$ cat src/rtl/rtc_regblk_pkg.sv
package rtc_regblk_pkg;

  localparam int unsigned DATA_W  = 32;
  localparam int unsigned CAL_W   = 21;
  localparam int unsigned CLK_SRC = 2;   // bit0 seconds, bit1 alarm
  localparam int unsigned ERR_SRC = 1;

  localparam logic [DATA_W-1:0] CTRL_RESET = 32'h0100_0000;
  localparam logic [DATA_W-1:0] CTRL_WMASK = 32'h8F00_0001;

  typedef enum logic [4:0] {
    RG_TSET, RG_TSHADOW, RG_CALW, RG_CALR, RG_NOW, RG_TICK, RG_ALARM,
    RG_CST, RG_CMSK, RG_CEN, RG_CDIS,
    RG_EST, RG_EMSK, RG_EEN, RG_EDIS,
    RG_CTRL, RG_SAFE, RG_NONE
  } reg_sel_e;

  // Map a byte offset to a register; anything else is unmapped.
  function automatic reg_sel_e decode_ofs(input logic [7:0] ofs);
    case (ofs)
      8'h00:   return RG_TSET;
      8'h04:   return RG_TSHADOW;
      8'h08:   return RG_CALW;
      8'h0C:   return RG_CALR;
      8'h10:   return RG_NOW;
      8'h14:   return RG_TICK;
      8'h18:   return RG_ALARM;
      8'h20:   return RG_CST;
      8'h24:   return RG_CMSK;
      8'h28:   return RG_CEN;
      8'h2C:   return RG_CDIS;
      8'h30:   return RG_EST;
      8'h34:   return RG_EMSK;
      8'h38:   return RG_EEN;
      8'h3C:   return RG_EDIS;
      8'h40:   return RG_CTRL;
      8'h50:   return RG_SAFE;
      default: return RG_NONE;
    endcase
  endfunction

  // Control write: only the writable field bits take the new value.
  function automatic logic [DATA_W-1:0] ctrl_merge(input logic [DATA_W-1:0] wd);
    return wd & CTRL_WMASK;
  endfunction

endpackage

$ cat src/rtl/rtc_time_core.sv
module rtc_time_core #(
  parameter int unsigned CNT_W  = 32,
  parameter int unsigned TICK_W = 16
) (
  input  logic              clk,
  input  logic              rst_n,
  input  logic              pps_i,
  input  logic              load_i,
  input  logic [CNT_W-1:0]  load_val_i,
  input  logic [CNT_W-1:0]  alarm_i,
  output logic [CNT_W-1:0]  count_o,
  output logic [TICK_W-1:0] tick_o,
  output logic              sec_evt_o,
  output logic              alarm_evt_o
);

  localparam logic [TICK_W-1:0] TICK_TOP = {TICK_W{1'b1}};

  logic [CNT_W-1:0]  count_q, count_nx;
  logic [TICK_W-1:0] tick_q;
  logic              cnt_changes;

  always_comb begin
    cnt_changes = load_i | pps_i;
    count_nx    = load_i ? load_val_i : count_q + 1'b1;
  end

  assign sec_evt_o   = pps_i;
  assign alarm_evt_o = cnt_changes && (count_nx == alarm_i);

  always_ff @(posedge clk or negedge rst_n) begin
    if (!rst_n) begin
      count_q <= '0;
    end else if (cnt_changes) begin
      count_q <= count_nx;
    end
  end

  always_ff @(posedge clk or negedge rst_n) begin
    if (!rst_n) begin
      tick_q <= '0;
    end else if (pps_i) begin
      tick_q <= '0;
    end else if (tick_q != TICK_TOP) begin
      tick_q <= tick_q + 1'b1;
    end
  end

  assign count_o = count_q;
  assign tick_o  = tick_q;


  cnt_hold_chk: assert property (@(posedge clk) disable iff (!rst_n)
    !(pps_i || load_i) |=> $stable(count_o));

  cnt_step_chk: assert property (@(posedge clk) disable iff (!rst_n)
    (pps_i && !load_i) |=> count_o == $past(count_o) + 1'b1);

  cnt_load_chk: assert property (@(posedge clk) disable iff (!rst_n)
    load_i |=> count_o == $past(load_val_i));

  tick_clr_chk: assert property (@(posedge clk) disable iff (!rst_n)
    pps_i |=> tick_o == '0);

  tick_sat_chk: assert property (@(posedge clk) disable iff (!rst_n)
    (tick_o == TICK_TOP && !pps_i) |=> tick_o == TICK_TOP);

endmodule

$ cat src/rtl/rtc_irq_group.sv
module rtc_irq_group #(
  parameter int unsigned        NSRC     = 2,
  parameter logic [NSRC-1:0]    MASK_RST = '1
) (
  input  logic            clk,
  input  logic            rst_n,
  input  logic [NSRC-1:0] set_i,
  input  logic            clr_we_i,
  input  logic            en_we_i,
  input  logic            dis_we_i,
  input  logic [NSRC-1:0] wdata_i,
  output logic [NSRC-1:0] status_o,
  output logic [NSRC-1:0] mask_o,
  output logic            irq_o
);

  logic [NSRC-1:0] status_q, mask_q, clr_bits;

  assign clr_bits = clr_we_i ? wdata_i : '0;

  always_ff @(posedge clk or negedge rst_n) begin
    if (!rst_n) begin
      status_q <= '0;
    end else begin
      status_q <= (status_q & ~clr_bits) | set_i;
    end
  end

  always_ff @(posedge clk or negedge rst_n) begin
    if (!rst_n) begin
      mask_q <= MASK_RST;
    end else if (en_we_i) begin
      mask_q <= mask_q & ~wdata_i;
    end else if (dis_we_i) begin
      mask_q <= mask_q | wdata_i;
    end
  end

  assign status_o = status_q;
  assign mask_o   = mask_q;
  assign irq_o    = |(status_q & ~mask_q);

  for (genvar b = 0; b < NSRC; b++) begin : g_bit

    sts_fall_chk: assert property (@(posedge clk) disable iff (!rst_n)
      $fell(status_o[b]) |-> $past(clr_we_i && wdata_i[b]));

    sts_set_chk: assert property (@(posedge clk) disable iff (!rst_n)
      set_i[b] |=> status_o[b]);
  end


  mask_hold_chk: assert property (@(posedge clk) disable iff (!rst_n)
    !(en_we_i || dis_we_i) |=> $stable(mask_o));

  irq_rise_chk: assert property (@(posedge clk) disable iff (!rst_n)
    $rose(irq_o) |-> $past((|set_i) || en_we_i));

endmodule

$ cat src/rtl/rtc_regblk.sv
module rtc_regblk
  import rtc_regblk_pkg::*;
#(
  parameter int unsigned ADDR_W = 8,
  parameter int unsigned TICK_W = 16
) (
  input  logic              clk,
  input  logic              rst_n,
  input  logic              pps_i,
  input  logic              bus_valid_i,
  input  logic              bus_write_i,
  input  logic [ADDR_W-1:0] bus_addr_i,
  input  logic [31:0]       bus_wdata_i,
  output logic [31:0]       bus_rdata_o,
  output logic              clk_irq_o,
  output logic              aerr_irq_o
);

  reg_sel_e            sel;
  logic                in_win, wr_en, rd_en, rd_unmapped;
  logic [DATA_W-1:0]   alarm_q, ctrl_q, safe_q, count;
  logic [CAL_W-1:0]    cal_q;
  logic [TICK_W-1:0]   tick;
  logic                sec_evt, alarm_evt;
  logic [CLK_SRC-1:0]  clk_status, clk_mask;
  logic [ERR_SRC-1:0]  err_status, err_mask;

  assign in_win      = (bus_addr_i >> 8) == '0;
  assign sel         = in_win ? decode_ofs(bus_addr_i[7:0]) : RG_NONE;
  assign wr_en       = bus_valid_i &  bus_write_i;
  assign rd_en       = bus_valid_i & ~bus_write_i;
  assign rd_unmapped = rd_en && (sel == RG_NONE);

  rtc_time_core #(.CNT_W(DATA_W), .TICK_W(TICK_W)) time_i (
    .clk         (clk),
    .rst_n       (rst_n),
    .pps_i       (pps_i),
    .load_i      (wr_en && sel == RG_TSET),
    .load_val_i  (bus_wdata_i),
    .alarm_i     (alarm_q),
    .count_o     (count),
    .tick_o      (tick),
    .sec_evt_o   (sec_evt),
    .alarm_evt_o (alarm_evt)
  );

  rtc_irq_group #(.NSRC(CLK_SRC), .MASK_RST('1)) clk_grp_i (
    .clk      (clk),
    .rst_n    (rst_n),
    .set_i    ({alarm_evt, sec_evt}),
    .clr_we_i (wr_en && sel == RG_CST),
    .en_we_i  (wr_en && sel == RG_CEN),
    .dis_we_i (wr_en && sel == RG_CDIS),
    .wdata_i  (bus_wdata_i[CLK_SRC-1:0]),
    .status_o (clk_status),
    .mask_o   (clk_mask),
    .irq_o    (clk_irq_o)
  );

  rtc_irq_group #(.NSRC(ERR_SRC), .MASK_RST('1)) err_grp_i (
    .clk      (clk),
    .rst_n    (rst_n),
    .set_i    (rd_unmapped),
    .clr_we_i (wr_en && sel == RG_EST),
    .en_we_i  (wr_en && sel == RG_EEN),
    .dis_we_i (wr_en && sel == RG_EDIS),
    .wdata_i  (bus_wdata_i[ERR_SRC-1:0]),
    .status_o (err_status),
    .mask_o   (err_mask),
    .irq_o    (aerr_irq_o)
  );

  always_ff @(posedge clk or negedge rst_n) begin
    if (!rst_n) begin
      alarm_q <= '0;
      ctrl_q  <= CTRL_RESET;
      safe_q  <= '0;
      cal_q   <= '0;
    end else if (wr_en) begin
      case (sel)
        RG_ALARM: alarm_q <= bus_wdata_i;
        RG_CTRL:  ctrl_q  <= ctrl_merge(bus_wdata_i);
        RG_SAFE:  safe_q  <= bus_wdata_i;
        RG_CALW:  cal_q   <= bus_wdata_i[CAL_W-1:0];
        default:  ;
      endcase
    end
  end

  always_comb begin
    bus_rdata_o = '0;
    if (rd_en) begin
      case (sel)
        RG_TSHADOW, RG_NOW: bus_rdata_o = count;
        RG_CALR:  bus_rdata_o = DATA_W'(cal_q);
        RG_TICK:  bus_rdata_o = DATA_W'(tick);
        RG_ALARM: bus_rdata_o = alarm_q;
        RG_CST:   bus_rdata_o = DATA_W'(clk_status);
        RG_CMSK:  bus_rdata_o = DATA_W'(clk_mask);
        RG_EST:   bus_rdata_o = DATA_W'(err_status);
        RG_EMSK:  bus_rdata_o = DATA_W'(err_mask);
        RG_CTRL:  bus_rdata_o = ctrl_q;
        RG_SAFE:  bus_rdata_o = safe_q;
        default:  bus_rdata_o = '0;
      endcase
    end
  end


  unmapped_rd_chk: assert property (@(posedge clk) disable iff (!rst_n)
    rd_unmapped |=> err_status[0]);

  ctrl_keep_chk: assert property (@(posedge clk) disable iff (!rst_n)
    !(wr_en && sel == RG_CTRL) |=> $stable(ctrl_q));

  alarm_keep_chk: assert property (@(posedge clk) disable iff (!rst_n)
    !(wr_en && sel == RG_ALARM) |=> $stable(alarm_q));

endmodule

$ cat config.mk
export PLATFORM = sky130hd
export DESIGN_NAME = rtc_regblk
export DESIGN_NICKNAME = d
export VERILOG_FILES = /design/src/rtl/rtc_regblk_pkg.sv /design/src/rtl/rtc_time_core.sv /design/src/rtl/rtc_irq_group.sv /design/src/rtl/rtc_regblk.sv
export SDC_FILE = /design/constraint.sdc
export NUM_CORES = 1
export LEC_CHECK = 0
export CAP_MARGIN = 20
export CORE_ASPECT_RATIO = 2
export CORE_MARGIN = 10
export CORE_UTILIZATION = 40
export CTS_CLUSTER_DIAMETER = 200
export DETAILED_ROUTE_END_ITERATION = 16
export GPL_ROUTABILITY_DRIVEN = 0
export SYNTH_ARGS = -nofsm -noshare
export SYNTH_HDL_FRONTEND = slang
export SYNTH_HIERARCHICAL = 1
export SYNTH_SLANG_ARGS = --single-unit
$ cat constraint.sdc
create_clock -name clk -period 3.05 [get_ports clk]
set_clock_uncertainty 0.1 [all_clocks]
set_input_delay 0.4575 -clock clk [delete_from_list [all_inputs] [get_ports clk]]
set_output_delay 0.4575 -clock clk [all_outputs]
set_load 0.02 [all_outputs]
==> flow_summary.html, run 1 <==
<table>
<tr><th>Metric</th><th>Value</th></tr>
<tr><th colspan="2">Timing</th></tr>
<tr><td>Setup repair after global routing missed its margin</td><td>yes</td></tr>
<tr><td>Final worst path period need</td><td>3.03 ns</td></tr>
<tr><td>Final total negative setup slack</td><td>0 ns</td></tr>
<tr><td>Fin crit share</td><td>99.5%</td></tr>
<tr><td>Final Setup Violations</td><td>0</td></tr>
<tr><td>Achievable Freq</td><td>around 330 MHz</td></tr>
<tr><td>Measured slew at the worst slew-check pin</td><td>0.654 ns</td></tr>
<tr><td>Worst slew slack as a fraction of its limit</td><td>about 56%</td></tr>
<tr><td>Endpoints failing hold</td><td>0</td></tr>
<tr><td>Number of max-slew violations in the final report</td><td>0</td></tr>
<tr><th colspan="2">Power and ir drop</th></tr>
<tr><td>Power per Cell Area</td><td>450 nW/um^2</td></tr>
<tr><td>Peak supply drop</td><td>around 0.38 mV</td></tr>
<tr><td>Overall power consumption</td><td>about 5500 uW</td></tr>
<tr><td>Leak Pwr</td><td>approximately 0.0053 uW</td></tr>
<tr><th colspan="2">Setup path</th></tr>
<tr><td>Sort of element at the end of the critical path</td><td>flip-flop</td></tr>
<tr><td>Critical path data arrival time</td><td>3.32 ns</td></tr>
<tr><td>Top delay family on crit path</td><td>simple AND/OR/NAND/NOR gates</td></tr>
<tr><td>Biggest fanout along the worst timing path</td><td>5</td></tr>
<tr><td>CP Class</td><td>reg2reg</td></tr>
<tr><td>Crit-path cells</td><td>ha_1 &gt; nand3_2 &gt; nor3_4 &gt; xnor2_1 &gt; a31oi_1 &gt; o21ai_0 &gt; and3b_1 &gt; or4_1 &gt; nor4_2 &gt; a21o_1</td></tr>
<tr><td>Startpoint type of the worst setup path</td><td>flip-flop</td></tr>
<tr><td>Delay of the slowest cell on the worst path</td><td>between 0.4 and 0.5 ns</td></tr>
<tr><td>Worst endpoint required time</td><td>3.34 ns</td></tr>
<tr><td>Slowest library cell on the worst path</td><td>or4_1</td></tr>
<tr><td>Total buffers and inverters traversed by the critical path</td><td>0</td></tr>
<tr><th colspan="2">Yosys</th></tr>
<tr><td>Yosys warning total</td><td>6</td></tr>
<tr><td>Avg Inst Size Synth</td><td>just under 10 um^2</td></tr>
<tr><td>Post-Syn Nets</td><td>1004</td></tr>
<tr><td>Ys async rst share</td><td>100%</td></tr>
<tr><td>Number of storage elements in the synthesis netlist</td><td>roughly 150</td></tr>
<tr><td>Mapped cell area</td><td>roughly 9300 um^2</td></tr>
<tr><td>Fraction of the yosys area taken by sequential cells</td><td>between 30 and 40%</td></tr>
<tr><td>Predominant post-synthesis flop cell</td><td>dfrtp_1</td></tr>
<tr><td>Cell count after synthesis</td><td>957</td></tr>
<tr><td>Top cells by instance count after synthesis</td><td>dfrtp_1, nand2_1, nor2_1</td></tr>
<tr><td>Most numerous cell in the Yosys netlist</td><td>dfrtp_1</td></tr>
<tr><td>Count of distinct cell types in the synthesized netlist</td><td>76</td></tr>
<tr><td>Cell taking the most area after synthesis</td><td>dfrtp_1</td></tr>
<tr><td>Number of enable flip-flop cells after synthesis</td><td>0</td></tr>
<tr><td>Area share of the leading cell type in the synthesized netlist</td><td>37.9%</td></tr>
<tr><td>Largest cells by area after synthesis</td><td>dfrtp_1, mux2_1, xnor2_1</td></tr>
<tr><th colspan="2">CTS</th></tr>
<tr><td>Worst-skew pair later-pin latency</td><td>~0.44 ns</td></tr>
<tr><td>Reg clk slew, reported paths</td><td>about 0.06 ns</td></tr>
<tr><td>Clock tree from TritonCTS</td><td>built</td></tr>
<tr><td>Maximum count of clock buffers along a single path</td><td>2</td></tr>
<tr><td>Number of sinks on the clock net</td><td>between 100 and 150</td></tr>
<tr><td>Cts bufs inserted</td><td>17</td></tr>
<tr><td>H-Tree Level Count</td><td>4</td></tr>
<tr><td>Root buffer cell</td><td>clkbuf_16</td></tr>
<tr><th colspan="2">Floorplan</th></tr>
<tr><td>Core Area</td><td>between 20000 and 25000 um^2</td></tr>
<tr><td>Core Rows</td><td>around 80</td></tr>
<tr><td>Number of top-level pins</td><td>79</td></tr>
<tr><td>Die Footprint</td><td>roughly 30000 um^2</td></tr>
<tr><td>Die X</td><td>around 130 um</td></tr>
<tr><td>Starting density of the core</td><td>about 41%</td></tr>
<tr><td>Die height</td><td>~240 um</td></tr>
<tr><th colspan="2">Route</th></tr>
<tr><td>DRT Wirelength</td><td>between 30000 and 40000 um</td></tr>
<tr><td>First DRT Iteration DRCs</td><td>665</td></tr>
<tr><td>Average detailed-routed wire length per instance</td><td>between 20 and 25 um</td></tr>
<tr><td>Post-DRT Antenna Nets</td><td>0</td></tr>
<tr><td>Vias</td><td>8422</td></tr>
<tr><td>Detail-routed via count per cell</td><td>slightly below 6</td></tr>
<tr><td>DR DRC count</td><td>0</td></tr>
<tr><td>Count of TritonRoute iterations in the first routing pass</td><td>6</td></tr>
<tr><th colspan="2">GRT</th></tr>
<tr><td>Initial antenna violation count</td><td>0</td></tr>
<tr><td>Vias in the first global route</td><td>~8700</td></tr>
<tr><td>Overall Global Routing Usage</td><td>a little over a fifth</td></tr>
<tr><td>Total grt overflow</td><td>0</td></tr>
<tr><td>Maximum number of pins on one net before global-route repair</td><td>66</td></tr>
<tr><td>First-pass GRT wire length</td><td>around 50000 um</td></tr>
<tr><th colspan="2">Final layout</th></tr>
<tr><td>Sequential Area</td><td>~3600 um^2</td></tr>
<tr><td>Multi-input gate area</td><td>5490 um^2</td></tr>
<tr><td>Final core occ</td><td>a little over half</td></tr>
<tr><td>Layout net count</td><td>between 1000 and 1500</td></tr>
<tr><td>Filler Cells Inserted</td><td>between 2000 and 2500</td></tr>
<tr><td>Fraction of final layout cells sized beyond drive strength 1</td><td>25.7%</td></tr>
<tr><td>Area growth from synthesis to layout</td><td>31.9%</td></tr>
<tr><td>N_diodes</td><td>0</td></tr>
<tr><th colspan="2">Placement</th></tr>
<tr><td>Number of I/O port buffers</td><td>around 80</td></tr>
<tr><td>DP HPWL</td><td>23800 um</td></tr>
<tr><th colspan="2">Run status</th></tr>
<tr><td>Run status</td><td>finished clean</td></tr>
<tr><th colspan="2">Hold path</th></tr>
<tr><td>Worst min path class</td><td>reg2reg</td></tr>
<tr><th colspan="2">Job</th></tr>
<tr><td>Max-Cap Viols</td><td>0</td></tr>
</table>
[metal layers]
layer	GRT usage, %	part of all wire (%)	vias to the layer above
met4	10.8	5.4	0
met5	0	0	-
li1	-	-	3852
met2	38.9	55	246
met1	21.5	36	4228
met3	3.72	3.9	96
[where the power goes]
part | total (uW) | internal, uW | leakage (uW) | switching [uW]
logic | 1080 | 500 | 0.00302 | 581
registers | 2100 | 2010 | 0.00197 | 87.9
clock network | 2340 | 1510 | 0.000315 | 830
total | 5520 | 4020 | 0.00530 | 1500
[what timing repair did]
action	4_1_cts	5_1_grt
gates cloned	2	1
buffers inserted	18	3
pin swaps	23	9
endpoints found under the setup margin	33	25
resized for setup	149	34
hold buffers	1	0
endpoints found under the hold margin	62	0
[cells by family (layout without fill, tap and decap cells)]
kind of cell | Yosys count | in the layout | share of synthesized area, %
fa+ha+maj | 2 | 2 | 0.269
flops | 145 | 145 | 39.0
mux | 107 | 107 | 13.6
simple gates | 350 | 350 | 20.5
buf+inv | 80 | 276 | 4.03
compound gates | 167 | 168 | 12.6
xor+xnor | 106 | 106 | 9.98
[final timing paths]
check	to	slack [ns]	startpoint	cells past startpoint
max in group asynchronous	ctrl_q[24]$_DFFE_PN1P_	1.63	rst_n	3
min in group asynchronous	time_i/tick_o[5]$_DFFE_PN0P_	0.45	rst_n	2
min	safe_q[18]$_DFFE_PN0P_	0.39	safe_q[18]$_DFFE_PN0P_	1
max	clk_grp_i/status_o[1]$_DFF_PN0_	0.02	time_i/count_o[0]$_DFFE_PN0P_	10
max reg2reg	clk_grp_i/status_o[1]$_DFF_PN0_	0.02	time_i/count_o[0]$_DFFE_PN0P_	10
min reg2reg	safe_q[18]$_DFFE_PN0P_	0.39	safe_q[18]$_DFFE_PN0P_	1
[cells in the final DEF (no fill, tap or decap), drive strengths merged, types with 19 or more instances in the layout]
| cell type | Yosys | final |
|---|---|---|
| a21oi | 31 | 31 |
| a222oi | 27 | 27 |
| a31oi | 19 | 19 |
| buf | 42 | 162 |
| clkbuf | 23 | 31 |
| clkdlybuf4s50 | 0 | 35 |
| dfrtp | 141 | 141 |
| mux2 | 95 | 95 |
| nand2 | 108 | 108 |
| nand3 | 33 | 33 |
| nand4 | 19 | 19 |
| nor2 | 71 | 71 |
| nor3 | 24 | 24 |
| o21ai | 40 | 40 |
| xnor2 | 64 | 64 |
| xor2 | 42 | 42 |
[layout make-up]
cell class | count | share of cell area, %
Clock inverter | 9 | 1.47
Clock buffer | 21 | 3.83
Sequential cell | 145 | 29.6
Multi-Input combinational cell | 733 | 44.7
Tap cell | 280 | 2.85
Timing Repair Buffer | 231 | 17.1
Inverter | 15 | 0.459
[registers in the layout, summed over array words and instances (netlist names), named ones only]
name / flops
clk_grp_i/status_o: 2
err_grp_i/status_o: 1
safe_q: 32
time_i/count_o: 32
alarm_q: 32
time_i/tick_o: 16
ctrl_q: 6
cal_q: 21
[stage by stage]
stage / instances / hold slack, ns / setup slack [ns] / cell area [um^2]
global placement: 1379 / 0.373 / -0.826 / 11200
global route: 1434 / 0.399 / -0.0697 / 12300
CTS: 1430 / 0.395 / -0.0805 / 12200
floorplan: 957 / 0.0619 / -0.0508 / 9370
finish: 1434 / 0.392 / 0.0159 / 12300
detailed placement: 1379 / 0.382 / -0.950 / 11200
[worst reg2reg max path, stage by stage (launching register included)]
cell and delay [ns]:
dfrtp_1 0.45, ha_1 0.24, nand3_2 0.17, nor3_4 0.29, xnor2_1 0.13, a31oi_1 0.25, o21ai_0 0.23, and3b_1 0.24
or4_1 0.48, nor4_2 0.29, a21o_1 0.11
No activity file was read; power rests on OpenSTA's default activity.
==> inputs of run 2 (changes only) <==
==> constraint.sdc (replaced) <==
create_clock -name clk -period 3.05 [get_ports clk]
set_clock_uncertainty 0.1 [all_clocks]
set_input_delay 0.7625 -clock clk [delete_from_list [all_inputs] [get_ports clk]]
set_output_delay 0.7625 -clock clk [all_outputs]
set_load 0.02 [all_outputs]
==> flow_summary.html, run 2 (synthesized netlist as in run 1, its figures left out) <==
<table>
<tr><th>Metric</th><th>Value</th></tr>
<tr><th colspan="2">Floorplan</th></tr>
<tr><td>Number of top-level pins</td><td>79</td></tr>
<tr><td>Core Area</td><td>between 20000 and 25000 um^2</td></tr>
<tr><td>Core Rows</td><td>78</td></tr>
<tr><td>Starting density of the core</td><td>40.7%</td></tr>
<tr><td>Die X</td><td>~130 um</td></tr>
<tr><td>Die Footprint</td><td>between 30000 and 40000 um^2</td></tr>
<tr><td>Die height</td><td>approximately 240 um</td></tr>
<tr><th colspan="2">Setup path</th></tr>
<tr><td>Capture point of the critical path</td><td>clk_grp_i/status_o[1]$_DFF_PN0_</td></tr>
<tr><td>Delay of the slowest cell on the worst path</td><td>roughly 0.43 ns</td></tr>
<tr><td>Most common cell type on the critical path</td><td>buf_4</td></tr>
<tr><td>Top delay family on crit path</td><td>simple AND/OR/NAND/NOR gates</td></tr>
<tr><td>Setup slack on the worst flop-to-flop path</td><td>-0.27 ns</td></tr>
<tr><td>Worst endpoint required time</td><td>3.34 ns</td></tr>
<tr><td>Sort of element at the end of the critical path</td><td>flip-flop</td></tr>
<tr><td>CP Class</td><td>in2reg</td></tr>
<tr><td>Biggest fanout along the worst timing path</td><td>18</td></tr>
<tr><td>Crit-path cells</td><td>buf_2 &gt; or3b_4 &gt; nor3b_4 &gt; nor4b_4 &gt; o2111a_2 &gt; buf_4 &gt; buf_4 &gt; o21ai_1 &gt; o311ai_0 &gt; a31oi_1 &gt; nand4_1 &gt; nor4_4 &gt; a21o_1</td></tr>
<tr><td>Critical path data arrival time</td><td>just under 4 ns</td></tr>
<tr><td>Launch instance of the worst register-to-register path</td><td>time_i/count_o[1]$_DFFE_PN0P_</td></tr>
<tr><td>Critical path startpoint</td><td>bus_addr_i[3]</td></tr>
<tr><td>Logic depth of the worst path, buffers included</td><td>13</td></tr>
<tr><td>Total buffers and inverters traversed by the critical path</td><td>3</td></tr>
<tr><td>Startpoint type of the worst setup path</td><td>input port</td></tr>
<tr><td>Slowest library cell on the worst path</td><td>or3b_4</td></tr>
<tr><td>Number of cell instances on the worst register-to-register path</td><td>9</td></tr>
<tr><td>R2R Path End</td><td>clk_grp_i/status_o[1]$_DFF_PN0_</td></tr>
<tr><th colspan="2">Power and ir drop</th></tr>
<tr><td>Peak supply drop</td><td>0.447 mV</td></tr>
<tr><td>Power per Cell Area</td><td>412 nW/um^2</td></tr>
<tr><td>Leak Pwr</td><td>around 0.0058 uW</td></tr>
<tr><th colspan="2">Route</th></tr>
<tr><td>Vias</td><td>8700</td></tr>
<tr><td>Detail-routed via count per cell</td><td>just under 6</td></tr>
<tr><td>Post-DRT Antenna Nets</td><td>0</td></tr>
<tr><td>Count of TritonRoute iterations in the first routing pass</td><td>8</td></tr>
<tr><td>First DRT Iteration DRCs</td><td>717</td></tr>
<tr><td>DRT Wirelength</td><td>between 30000 and 40000 um</td></tr>
<tr><td>Average detailed-routed wire length per instance</td><td>between 20 and 25 um</td></tr>
<tr><td>DR DRC count</td><td>0</td></tr>
<tr><th colspan="2">Final layout</th></tr>
<tr><td>Area growth from synthesis to layout</td><td>41.8%</td></tr>
<tr><td>Commonest cells after routing, fill and taps aside</td><td>buf_4, dfrtp_1, nand2_1</td></tr>
<tr><td>Final core occ</td><td>57.8%</td></tr>
<tr><td>Fraction of final layout cells sized beyond drive strength 1</td><td>34.4%</td></tr>
<tr><td>Most common cell after layout, fill and taps aside</td><td>buf_4</td></tr>
<tr><td>Layout net count</td><td>between 1000 and 1500</td></tr>
<tr><td>N_diodes</td><td>0</td></tr>
<tr><td>Number of cells in the finished layout apart from fillers</td><td>approximately 1500</td></tr>
<tr><th colspan="2">Timing</th></tr>
<tr><td>Fin crit share</td><td>119%</td></tr>
<tr><td>Final worst path period need</td><td>3.63 ns</td></tr>
<tr><td>Final total negative setup slack</td><td>-13.45 ns</td></tr>
<tr><td>Final Hold Slack</td><td>roughly 0.15 ns</td></tr>
<tr><td>Number of max-slew violations in the final report</td><td>0</td></tr>
<tr><td>Measured slew at the worst slew-check pin</td><td>~0.58 ns</td></tr>
<tr><td>Final Setup Violations</td><td>33</td></tr>
<tr><td>Achievable Freq</td><td>between 200 and 300 MHz</td></tr>
<tr><td>Endpoints failing hold</td><td>0</td></tr>
<tr><td>Least setup slack across all paths after layout</td><td>-0.581 ns</td></tr>
<tr><td>Worst slew slack as a fraction of its limit</td><td>between 60 and 70%</td></tr>
<tr><td>Setup repair after global routing missed its margin</td><td>yes</td></tr>
<tr><th colspan="2">CTS</th></tr>
<tr><td>Number of buffers added to fix hold violations after cts</td><td>0</td></tr>
<tr><td>Reg clk slew, reported paths</td><td>0.06 ns</td></tr>
<tr><td>Clock tree from TritonCTS</td><td>built</td></tr>
<tr><td>Cts bufs inserted</td><td>17</td></tr>
<tr><td>Number of sinks on the clock net</td><td>~150</td></tr>
<tr><td>Worst-skew pair later-pin latency</td><td>between 0.4 and 0.5 ns</td></tr>
<tr><td>H-Tree Level Count</td><td>4</td></tr>
<tr><td>Maximum count of clock buffers along a single path</td><td>2</td></tr>
<tr><td>Root buffer cell</td><td>clkbuf_16</td></tr>
<tr><th colspan="2">Job</th></tr>
<tr><td>Max-Cap Viols</td><td>0</td></tr>
<tr><th colspan="2">Placement</th></tr>
<tr><td>DP HPWL</td><td>25300 um</td></tr>
<tr><td>Cell total after placement</td><td>1417</td></tr>
<tr><td>Number of I/O port buffers</td><td>78</td></tr>
<tr><th colspan="2">Hold path</th></tr>
<tr><td>Worst min path class</td><td>in2async</td></tr>
<tr><th colspan="2">GRT</th></tr>
<tr><td>Initial antenna violation count</td><td>0</td></tr>
<tr><td>Maximum number of pins on one net before global-route repair</td><td>54</td></tr>
<tr><td>Vias in the first global route</td><td>roughly 9000</td></tr>
<tr><td>First-pass GRT wire length</td><td>a little over 50000 um</td></tr>
<tr><td>Total grt overflow</td><td>0</td></tr>
<tr><td>Overall Global Routing Usage</td><td>22.1%</td></tr>
<tr><th colspan="2">Run status</th></tr>
<tr><td>Violations in the final reports</td><td>setup timing</td></tr>
<tr><td>Run status</td><td>finished with violations</td></tr>
</table>
-- run 2: cell types whose count changed in the layout (fill, tap and decap cells not counted), sizes merged --
cell | previous run | this run
buf | 162 | 232
bufinv | 5 | 3
clkbuf | 31 | 29
clkdlybuf4s15 | 12 | 0
clkinv | 3 | 4
dlygate4sd1 | 3 | 0
dlygate4sd2 | 8 | 2
dlygate4sd3 | 1 | 0
-- run 2: worst register-to-register path: stages, from the launching register on --
cell and delay (ns):
dfrtp_1 0.42, nand3_1 0.25, nand4bb_4 0.41, nor4_2 0.51, xnor2_1 0.21, a221oi_2 0.23
o21ai_1 0.09, or4_1 0.45, nor4_4 0.47, a21o_1 0.13
-- run 2: layout make-up --
| cell class | instances | area, um^2 |
|---|---|---|
| clock buffers | 24 | 502 |
| clock inverters | 8 | 125 |
| fillers | 2064 | 9650 |
| inverters | 15 | 56.3 |
| multi-input cells | 733 | 5930 |
| flip-flops and latches | 145 | 3630 |
| well taps | 280 | 350 |
| repair buffers | 274 | 2600 |
-- run 2: per-layer routing --
layer | part of all wire [%] | global-route usage, % | vias up
met2 | 54 | 40.7 | 281
met5 | 0 | 0 | -
met4 | 7.5 | 16.1 | 0
met1 | 34 | 21.0 | 4350
li1 | - | - | 3936
met3 | 3.9 | 3.70 | 133
-- run 2: repair_timing --
action / 4_1_cts / 5_1_grt
gates resized for setup: 285 / 38
pin swaps: 22 / 48
gates cloned: 3 / 5
setup buffers: 16 / 7
endpoints found under the hold margin: 0 / 0
endpoints found under the setup margin: 34 / 33
-- run 2: worst min path at each step --
stage,from,slack [ns],endpoint,depth (start not counted)
6_report,rst_n,0.15,clk_grp_i/status_o[1]$_DFF_PN0_,1
4_1_cts,rst_n,0.16,cal_q[20]$_DFFE_PN0P_,1
5_1_grt,rst_n,0.18,safe_q[30]$_DFFE_PN0P_,1
3_5_place_dp,cal_q[20]$_DFFE_PN0P_,0.38,cal_q[20]$_DFFE_PN0P_,1
3_3_place_gp,cal_q[20]$_DFFE_PN0P_,0.37,cal_q[20]$_DFFE_PN0P_,1
2_1_floorplan,safe_q[1]$_DFFE_PN0P_,0.36,safe_q[1]$_DFFE_PN0P_,1
-- run 2: power breakdown --
group | internal [uW] | switching [uW]
Sequential | 2010 | 84.0
Clock | 1390 | 851
Combinational | 515 | 579
-- run 2: metrics by stage --
stage	cell area (um^2)	setup WS, ns	power, uW
2_1_floorplan	9690	-0.356	2690
3_3_place_gp	11800	-1.83	3150
3_5_place_dp	11800	-1.86	3150
4_1_cts	12800	-0.677	5440
5_1_grt	13200	-0.671	5610
6_report	13200	-0.581	5440
==> inputs of run 3 (changes only) <==
CORE_MARGIN = 2   (was 10)
==> flow_summary.html, run 3 (synthesized netlist as in run 1, its figures left out) <==
<table>
<tr><th>Metric</th><th>Value</th></tr>
<tr><th colspan="2">Run status</th></tr>
<tr><td>Run status</td><td>finished with violations</td></tr>
<tr><td>Violations in the final reports</td><td>setup timing</td></tr>
<tr><th colspan="2">Hold path</th></tr>
<tr><td>Worst min path class</td><td>in2async</td></tr>
<tr><th colspan="2">CTS</th></tr>
<tr><td>Worst-skew pair later-pin latency</td><td>around 0.44 ns</td></tr>
<tr><td>Number of sinks on the clock net</td><td>~150</td></tr>
<tr><td>Reg clk slew, reported paths</td><td>~0.06 ns</td></tr>
<tr><td>Cts bufs inserted</td><td>17</td></tr>
<tr><td>Clock tree from TritonCTS</td><td>built</td></tr>
<tr><td>Root buffer cell</td><td>clkbuf_16</td></tr>
<tr><td>Maximum count of clock buffers along a single path</td><td>2</td></tr>
<tr><td>H-Tree Level Count</td><td>4</td></tr>
<tr><th colspan="2">Timing</th></tr>
<tr><td>Number of max-slew violations in the final report</td><td>0</td></tr>
<tr><td>Final Setup Violations</td><td>33</td></tr>
<tr><td>Fin crit share</td><td>118%</td></tr>
<tr><td>Endpoints failing hold</td><td>0</td></tr>
<tr><td>Worst slew slack as a fraction of its limit</td><td>a little under three fifths</td></tr>
<tr><td>Achievable Freq</td><td>between 200 and 300 MHz</td></tr>
<tr><td>Measured slew at the worst slew-check pin</td><td>roughly 0.67 ns</td></tr>
<tr><td>Setup repair after global routing missed its margin</td><td>yes</td></tr>
<tr><td>Least setup slack across all paths after layout</td><td>-0.545 ns</td></tr>
<tr><td>Final worst path period need</td><td>around 3.6 ns</td></tr>
<tr><th colspan="2">Route</th></tr>
<tr><td>Average detailed-routed wire length per instance</td><td>between 20 and 25 um</td></tr>
<tr><td>Post-DRT Antenna Nets</td><td>0</td></tr>
<tr><td>Detail-routed via count per cell</td><td>5.84</td></tr>
<tr><td>DR DRC count</td><td>0</td></tr>
<tr><td>Count of TritonRoute iterations in the first routing pass</td><td>5</td></tr>
<tr><td>DRT Wirelength</td><td>33600 um</td></tr>
<tr><td>First DRT Iteration DRCs</td><td>just under 700</td></tr>
<tr><td>Vias</td><td>~8700</td></tr>
<tr><th colspan="2">Placement</th></tr>
<tr><td>Worst slack at placement</td><td>-1.63 ns</td></tr>
<tr><td>Number of I/O port buffers</td><td>just under 80</td></tr>
<tr><td>Cell Area, Placed</td><td>around 12000 um^2</td></tr>
<tr><td>DP HPWL</td><td>22800 um</td></tr>
<tr><th colspan="2">GRT</th></tr>
<tr><td>Total grt overflow</td><td>0</td></tr>
<tr><td>Met2 routing resource usage after global routing</td><td>47.0%</td></tr>
<tr><td>Initial antenna violation count</td><td>0</td></tr>
<tr><td>Global Route met3 Usage</td><td>between 3 and 4%</td></tr>
<tr><td>Vias in the first global route</td><td>between 8000 and 9000</td></tr>
<tr><td>Maximum number of pins on one net before global-route repair</td><td>71</td></tr>
<tr><td>First-pass GRT wire length</td><td>about 50000 um</td></tr>
<tr><td>M1 GR Usage</td><td>a little under a third</td></tr>
<tr><td>Most used routing layer in global routing</td><td>met2</td></tr>
<tr><td>Overall Global Routing Usage</td><td>between 20% and 30%</td></tr>
<tr><th colspan="2">Setup path</th></tr>
<tr><td>Critical path data arrival time</td><td>slightly below 4 ns</td></tr>
<tr><td>Crit-path cells</td><td>buf_6 &gt; or3_4 &gt; nor3b_4 &gt; nor4b_4 &gt; o2111a_2 &gt; buf_6 &gt; buf_4 &gt; buf_12 &gt; buf_4 &gt; o31ai_4 &gt; xor2_1 &gt; o21ai_1 &gt; or4_1 &gt; nor4_4 &gt; a21o_1</td></tr>
<tr><td>Delay of the slowest cell on the worst path</td><td>between 0.4 and 0.5 ns</td></tr>
<tr><td>Number of cell instances on the worst register-to-register path</td><td>10</td></tr>
<tr><td>Slowest library cell on the worst path</td><td>or4_1</td></tr>
<tr><td>Startpoint type of the worst setup path</td><td>input port</td></tr>
<tr><td>Biggest fanout along the worst timing path</td><td>10</td></tr>
<tr><td>Sort of element at the end of the critical path</td><td>flip-flop</td></tr>
<tr><td>CP Class</td><td>in2reg</td></tr>
<tr><td>Worst endpoint required time</td><td>3.33 ns</td></tr>
<tr><th colspan="2">Final layout</th></tr>
<tr><td>Area growth from synthesis to layout</td><td>44.7%</td></tr>
<tr><td>Multi-input gate area</td><td>about 6000 um^2</td></tr>
<tr><td>Most common cell after layout, fill and taps aside</td><td>buf_4</td></tr>
<tr><td>Layout net count</td><td>about 1200</td></tr>
<tr><td>Fraction of final layout cells sized beyond drive strength 1</td><td>between 30% and 40%</td></tr>
<tr><td>Final design area excluding fillers</td><td>between 10000 and 15000 um^2</td></tr>
<tr><td>Final core occ</td><td>between 50% and 60%</td></tr>
<tr><td>Commonest cells after routing, fill and taps aside</td><td>buf_4, dfrtp_1, nand2_1</td></tr>
<tr><td>Sequential Area</td><td>3630 um^2</td></tr>
<tr><td>N_diodes</td><td>0</td></tr>
<tr><td>Filler Cells Inserted</td><td>between 1500 and 2000</td></tr>
<tr><th colspan="2">Floorplan</th></tr>
<tr><td>Number of top-level pins</td><td>79</td></tr>
<tr><td>Core Area</td><td>roughly 23000 um^2</td></tr>
<tr><td>Die Footprint</td><td>24600 um^2</td></tr>
<tr><td>Die X</td><td>between 100 and 150 um</td></tr>
<tr><td>Die height</td><td>roughly 220 um</td></tr>
<tr><td>Starting density of the core</td><td>40.4%</td></tr>
<tr><td>Core Rows</td><td>79</td></tr>
<tr><th colspan="2">Job</th></tr>
<tr><td>Max-Cap Viols</td><td>0</td></tr>
<tr><th colspan="2">Power and ir drop</th></tr>
<tr><td>Sequential share of power</td><td>a little under two fifths</td></tr>
<tr><td>Leak Pwr</td><td>0.00584 uW</td></tr>
<tr><td>Overall power consumption</td><td>about 5500 uW</td></tr>
<tr><td>Clock share of power</td><td>around 41%</td></tr>
<tr><td>Cell-internal power</td><td>3900 uW</td></tr>
<tr><td>Peak supply drop</td><td>between 0.3 and 0.4 mV</td></tr>
<tr><td>Sw Ratio</td><td>between 20% and 30%</td></tr>
<tr><td>Power per Cell Area</td><td>between 400 and 500 nW/um^2</td></tr>
<tr><td>Switching power summed over all nets</td><td>1560 uW</td></tr>
<tr><td>Combinational cell fraction of total power</td><td>between 20% and 30%</td></tr>
</table>
run 3: cell types whose count changed in the layout (fill, tap and decap cells not counted), sizes merged:
cell | previous run | this run
bufbuf | 0 | 1
clkbuf | 29 | 24
bufinv | 3 | 4
o2111a | 2 | 1
buf | 232 | 244
clkinv | 4 | 5
inv | 15 | 17
clkinvlp | 1 | 2
run 3: worst max-delay path, delay by kind of cell:
| kind | cells | cell delay (ns) |
|---|---|---|
| xor gates and xnor gates | 1 | 0.23 |
| AOI/OAI and AO/OA | 4 | 0.59 |
| buffers and inverters | 5 | 0.68 |
| and+or+nand+nor | 5 | 1.58 |
run 3: path summary, 6_finish.rpt:
| path | from | endpoint | slack [ns] |
|---|---|---|---|
| worst max-delay path | bus_addr_i[7] | clk_grp_i/status_o[1]$_DFF_PN0_ | -0.54 |
| worst min-delay path | rst_n | ctrl_q[26]$_DFFE_PN0P_ | 0.16 |
| worst max register to register | time_i/count_o[15]$_DFFE_PN0P_ | clk_grp_i/status_o[1]$_DFF_PN0_ | -0.21 |
| worst min register to register | safe_q[3]$_DFFE_PN0P_ | safe_q[3]$_DFFE_PN0P_ | 0.39 |
| max in group asynchronous | rst_n | async pin | 1.85 |
| min in group clk | safe_q[3]$_DFFE_PN0P_ | safe_q[3]$_DFFE_PN0P_ | 0.39 |
run 3: repair_timing:
item,in CTS,in global routing
setup buffers,34,10
hold buffers,0,0
endpoints found under the setup margin,36,33
gates resized for setup,243,114
pin swaps,24,42
cloned,4,6
run 3: layout make-up:
cell class	count	area share (%)
clock inverter	13	1.38
tap	283	2.63
sequential	145	27.0
timing repair buffer	287	21.0
inverter	15	0.418
clock buffer	19	3.22
multi-input combinational	732	44.4
run 3: metrics by stage:
step                      instances  hold WS, ns  TNS (ns)
after floorplan                 957        0.359     -2.48
after global placement         1415        0.372    -54.78
after detailed placement       1415        0.382    -58.99
after CTS                      1485        0.157    -14.07
after global routing           1494        0.176    -14.59
final                          1494        0.157    -12.83
run 3: routing by layer:
| layer | vias to the layer above | routed length (um) |
|---|---|---|
| met4 | 0 | 1980 |
| met2 | 356 | 17500 |
| met5 | - | 0 |
| met1 | 4321 | 12500 |
| met3 | 102 | 1620 |
| li1 | 3953 | - |
run 3: power groups by stage:
| stage | clock [uW] | combinational (uW) | sequential, uW |
|---|---|---|---|
| 2_1_floorplan | 0 | 575 | 2110 |
| 3_3_place_gp | 0 | 1000 | 2120 |
| 3_5_place_dp | 0 | 1010 | 2130 |
| 4_1_cts | 2280 | 1060 | 2090 |
| 5_1_grt | 2360 | 1180 | 2110 |
| 6_report | 2250 | 1110 | 2100 |
